**src/rtl/sector_flag_bus.sv**
```systemverilog
module sector_flag_bus #(
  parameter int NUM_QUEUES = 16,
  parameter int SECTOR_W   = 8,
  localparam int NUM_SECT  = NUM_QUEUES / SECTOR_W,
  localparam int SEC_BITS  = (NUM_SECT > 1) ? $clog2(NUM_SECT) : 1,
  localparam int QA_BITS   = $clog2(NUM_QUEUES)
) (
  input  logic                  clk,
  input  logic                  rst_n,
  input  logic                  poll_mode_i,
  input  logic                  strobe_i,
  input  logic [QA_BITS-1:0]    qaddr_i,
  input  logic [NUM_QUEUES-1:0] cond_i,
  input  logic                  bus_oe_i,
  output logic [SECTOR_W-1:0]   flag_bus_o,
  output logic                  bus_drive_o,
  output logic [SEC_BITS-1:0]   sector_o
);

  logic                mode_q;
  logic [SEC_BITS-1:0] sector_q;
  logic [SEC_BITS-1:0] sector_d;
  logic [SECTOR_W-1:0] bus_q;

  always_comb begin
    if (mode_q) begin
      if (sector_q == SEC_BITS'(NUM_SECT - 1)) sector_d = '0;
      else                                      sector_d = sector_q + 1'b1;
    end else if (strobe_i) begin
      sector_d = qaddr_i[QA_BITS-1 -: SEC_BITS];
    end else begin
      sector_d = sector_q;
    end
  end

  always_ff @(posedge clk) begin
    if (!rst_n) begin
      mode_q   <= poll_mode_i;
      sector_q <= '0;
      bus_q    <= '1;
    end else begin
      sector_q <= sector_d;
      bus_q    <= ~cond_i[sector_d*SECTOR_W +: SECTOR_W];
    end
  end

  assign sector_o    = sector_q;
  assign bus_drive_o = bus_oe_i;
  assign flag_bus_o  = bus_oe_i ? bus_q : '1;

endmodule


```
**config.mk**
```make
export PLATFORM = sky130hd
export DESIGN_NAME = sector_flag_bus
export DESIGN_NICKNAME = d
export VERILOG_FILES = /design/src/rtl/sector_flag_bus.sv
export SDC_FILE = /design/constraint.sdc
export NUM_CORES = 1
export LEC_CHECK = 0
export ABC_AREA = 1
export BUFFER_PORTS_ARGS = -buffer_cell sky130_fd_sc_hd__buf_2
export CAP_MARGIN = 40
export CORE_UTILIZATION = 35
export DETAILED_ROUTE_END_ITERATION = 8
export PLACE_DENSITY = 0.79
export SLEW_MARGIN = 20
export SYNTH_ARGS = -nofsm -noshare
export SYNTH_HDL_FRONTEND = slang
export SYNTH_SLANG_ARGS = --single-unit
```
**constraint.sdc**
```tcl
create_clock -name clk -period 0.9 [get_ports clk]
set_input_delay 0.135 -clock clk [delete_from_list [all_inputs] [get_ports clk]]
set_output_delay 0.135 -clock clk [all_outputs]
set_load 0.05 [all_outputs]
```
After elaboration in Yosys (flattened, before gate mapping)
Cells that the tools add are included.

word-level totals
  bits in registers = 10
  bits in latches = 0
  memory bits (writable) = 0
  ROM bits = 0
  bits of input ports = 25
  memories = 0

cells by class
  add/sub/neg operators = 1
  $mul = 0
  divide/modulo/power cells = 0
  $lt $le $gt $ge = 0
  eq/ne operators = 0
  shift operators = 1
  muxes and demuxes = 4
  bitwise logic cells = 1
  reductions and logical operators = 0

operators with widths
  kind                                                   number
  16-bit by 5-bit indexed part select with 8-bit output  1
  8-bit 2-to-1 mux                                       1
  8-bit inverter                                         1
  1-bit 2-to-1 mux                                       3
  1-bit adder, second input constant                     1

Logic depth before layout (Yosys ltp)
  depth after elaboration = 5
  gate-level depth with buffers = 6

Worst setup path before layout
No wires, ideal clock.

  path type = reg-to-reg
  start point = register sector_q (netlist: sector_o)
  end point = register bus_q[0]
  setup time = 0.123 ns
  data arrival time = 1.072 ns
  required time = 0.777 ns
  slack = -0.295 ns
  cell stages (with the launch flop) = 6
  buffers on the path = 0
  period minus slack after synthesis = 1.195 ns
  path through = dfxtp_1 inv_2 nand2_2 nand2_4 nand2_1 nand3_1

on the way
  word-level cells in the longest chain between the ends = 5
  elaborated cells between the ends (all ways) = 6

ends and longest elaborated chain
  element                                                  RTL line  text
  from (decl)                                              21        logic [SEC_BITS-1:0] sector_q;
  from (signal assigned)                                   42        sector_q <= sector_d;
  1-bit adder                                              28        else sector_d = sector_q + 1'b1;
  1-bit 2-to-1 mux                                         27        if (sector_q == SEC_BITS'(NUM_SECT - 1)) sector_d = '0;
  1-bit 2-to-1 mux *                                       26        if (mode_q) begin
  16-bit by 5-bit indexed part select with 8-bit output *  43        bus_q <= ~cond_i[sector_d*SECTOR_W +: SECTOR_W];
  8-bit inverter *                                         43
  to (signal assigned)                                     43
  to (decl)                                                23        logic [SECTOR_W-1:0] bus_q;

Mark *: on every way between the ends. The rest lies on a longest branch, timed or not.
A chain may end at the register's enable or synchronous reset.

Worst setup path after layout
  start point = register mode_q
  end point = register bus_q[7]

on the way
  word-level cells in the longest chain between the ends = 3

ends and longest elaborated chain
  element                                                RTL line  text
  from (decl)                                            20        logic mode_q;
  from (signal assigned)                                 38        mode_q <= poll_mode_i;
  1-bit 2-to-1 mux                                       26
  16-bit by 5-bit indexed part select with 8-bit output  43
  8-bit inverter                                         43

Every way passes these cells.

==> flow_summary.yaml <==
placed_design:
  gp_congestion: 0.735
  dp_hpwl_um: 791
  dp_worst_setup_slack_ns: -0.0867
  io_buffers: 31
sta:
  period_minus_slack_ns: 0.976
  fmax_mhz: 1020
  worst_pin_slew_ns: 0.246
  rsz0062_at_grt: "yes"
  slew_viol_final: 0
  maxSlewHeadroom_pct: 83.7
  hold_violations: 0
  period_share_pct: 108
  worst_slack_ns: -0.0763
  fin_worst_skew_ns: 0.00546
  setup_viol: 17
power:
  finalPower_uw: 1340
  peakVddDrop_mv: 0.825
  power.leakage_uw: 0.000507
  power.density_nw_per_um2: 1610
global_routing:
  antenna_found_initial: 0
  grt-ovfl-total: 0
  grt_pass1_vias: 469
  grt_pass1_wl_um: 1690
  grt_use_total_pct: 16.2
  grt_max_degree: 11
clock_tree:
  cts_sinks: 10
  cts_root_buf: "clkbuf_4"
  cts_tree: "done"
  cts_setup_buffers: 0
  clk_latency_ns: 0.26
  clkTransAtPathRegs_ns: 0.07
  cts_buffer_depth: 2
  cts_hold_buf: 0
  cts_buffers: 3
  cts_max_level: 1
logic_synthesis:
  syn_inst: 80
  netlist_area_um2: 526
  synth_cell_type_count: 13
  yosysWarnings: 0
  ys_ff_latch: 10
  synthesis.nets: 105
  syn_area_per_cell_um2: 6.57
  yosysSeqAreaShare_pct: 40.0
floorplanning:
  start_util_pct: 38.9
  die_h_um: 40.8
  core_area_um2: 1350
  die_w_um: 40.8
  dieArea_um2: 1660
  io_pins: 35
  rows: 13
run:
  maxCapViolCount: 0
hold_path:
  hold_end: "mode_q"
  holdCritPathClass: "in -> reg"
  hold_start: "poll_mode_i"
  whs_path_depth: 1
critical_path:
  cpPeakStageDelay_ns: 0.44
  endpoint_kind: "flop"
  slowest_stage: "edfxtp_1"
  path_delay_family: "flip-flops"
  worstReg2RegStart: "mode_q"
  worst_path_most_repeated_cell: "nand3_2"
  arrival_ns: 1.12
  worst_ep_required_time_ns: 1.05
  cp_cell_sequence: "inv_2 -> nand3_2 -> nand3_1 -> nand3_2"
  r2r_end: "bus_q[7]"
  regToRegSetupSlack_ns: -0.08
  start_kind: "flop"
  crit_buf_inv: 1
  r2r_cells: 4
  path_class: "reg -> reg"
  crit_fanout: 5
route:
  vias: 562
  ant_nets: 0
  route.final.wire_length_um: 1140
  wl_per_cell_um: 8.90
  first_pass_iters: 4
  drc: 0
  drt_iter0_markers: 4
  via_per_inst: 4.39
run_status:
  violations: "setup timing"
  status: "finished, violations left"
layout:
  drive_above_1_share_pct: 49.6
  final_nets: 139
  syn_to_final_growth_pct: 58.1
  nFillCells: 136
  diodes: 0
  fin_util_pct: 61.5
[sequential cells by signal, indices dropped and copies added, names as in the netlist]
name,cells
bus_q,8
mode_q,1
sector_o,1
[synth_stat cells]
library cell | number | area, um^2
clkbuf_1 | 1 | 3.75
nand2_4 | 1 | 11.3
buf_2 | 1 | 5.00
nand3_4 | 1 | 17.5
edfxtp_1 | 1 | 30.0
nand3_1 | 16 | 80.1
dfxtp_1 | 9 | 180
nand2_2 | 2 | 12.5
a21oi_1 | 1 | 5.00
inv_2 | 1 | 3.75
nand2_1 | 17 | 63.8
buf_4 | 1 | 7.51
inv_1 | 28 | 105
[layer usage]
metal  wire (um)  track usage, %
met2         599            30.6
met5           0               0
met1         448            13.9
met3          71            5.43
met4          19            11.7
[how the worst max path moves through the flow]
stage / startpoint / end / slack, ns / depth (start not counted)
global route: mode_q / bus_q[6] / -0.15 / 5
global placement: mode_q / bus_q[4] / -0.07 / 5
finish: mode_q / bus_q[7] / -0.08 / 4
floorplan: sector_o / bus_q[0] / -0.04 / 5
detailed placement: mode_q / bus_q[4] / -0.09 / 5
CTS: mode_q / bus_q[0] / -0.07 / 5
[per-stage QoR]
step                instances  setup TNS (ns)  hold WS (ns)  area [um^2]
global route              128           -1.96        0.0301          831
global placement          123          -0.525         0.313          694
floorplan                  80          -0.318         0.234          537
detailed placement        123          -0.639         0.313          694
finish                    128          -0.894        0.0405          831
CTS                       128          -0.953        0.0415          801
[kinds of logic (layout without fill, tap and decap cells)]
| kind of cell | count (synthesis) | after routing | synth area share [%] |
|---|---|---|---|
| compound gates | 1 | 1 | 0.951 |
| buf+inv | 32 | 64 | 23.8 |
| flops | 10 | 10 | 40.0 |
| simple gates | 37 | 38 | 35.2 |
[worst register-to-register path, cell delays in order (launching register included)]
cell,delay [ns]
edfxtp_1,0.44
inv_2,0.12
nand3_2,0.11
nand3_1,0.12
nand3_2,0.07
[cell type report]
type                       instances  area, um^2  area share [%]
sequential                        10         218            26.2
inverter                          29         111            13.4
clock buffer                       4        36.3            4.37
multi-input combinational         39         228            27.4
timing repair buffer              31         219            26.4
tap                               15        18.8            2.26
[report_power, final]
group	total [uW]	switching, uW	leakage, uW	internal (uW)
logic	414	256	0.000401	158
registers	517	20.0	0.0000851	497
clock network	407	161	0.0000210	245
[placed cells by master (no fill, tap or decap), types with 2 or more instances in the layout]
| cell type | netlist | routed |
|---|---|---|
| nand3_1 | 16 | 14 |
| clkbuf_4 | 0 | 3 |
| nand2_4 | 1 | 2 |
| nand3_2 | 0 | 3 |
| nand2_2 | 2 | 6 |
| nand2_1 | 17 | 12 |
| dfxtp_1 | 9 | 5 |
| buf_6 | 0 | 7 |
| buf_2 | 1 | 22 |
| inv_2 | 1 | 4 |
| dfxtp_2 | 0 | 3 |
| buf_8 | 0 | 2 |
| inv_1 | 28 | 24 |
[repair_timing]
action | 4_1_cts | 5_1_grt
gates cloned | 1 | 0
setup endpoints to repair | 18 | 18
pin swaps | 4 | 2
gates resized for setup | 20 | 14
Note: power is estimated with default switching activity, not from simulation.
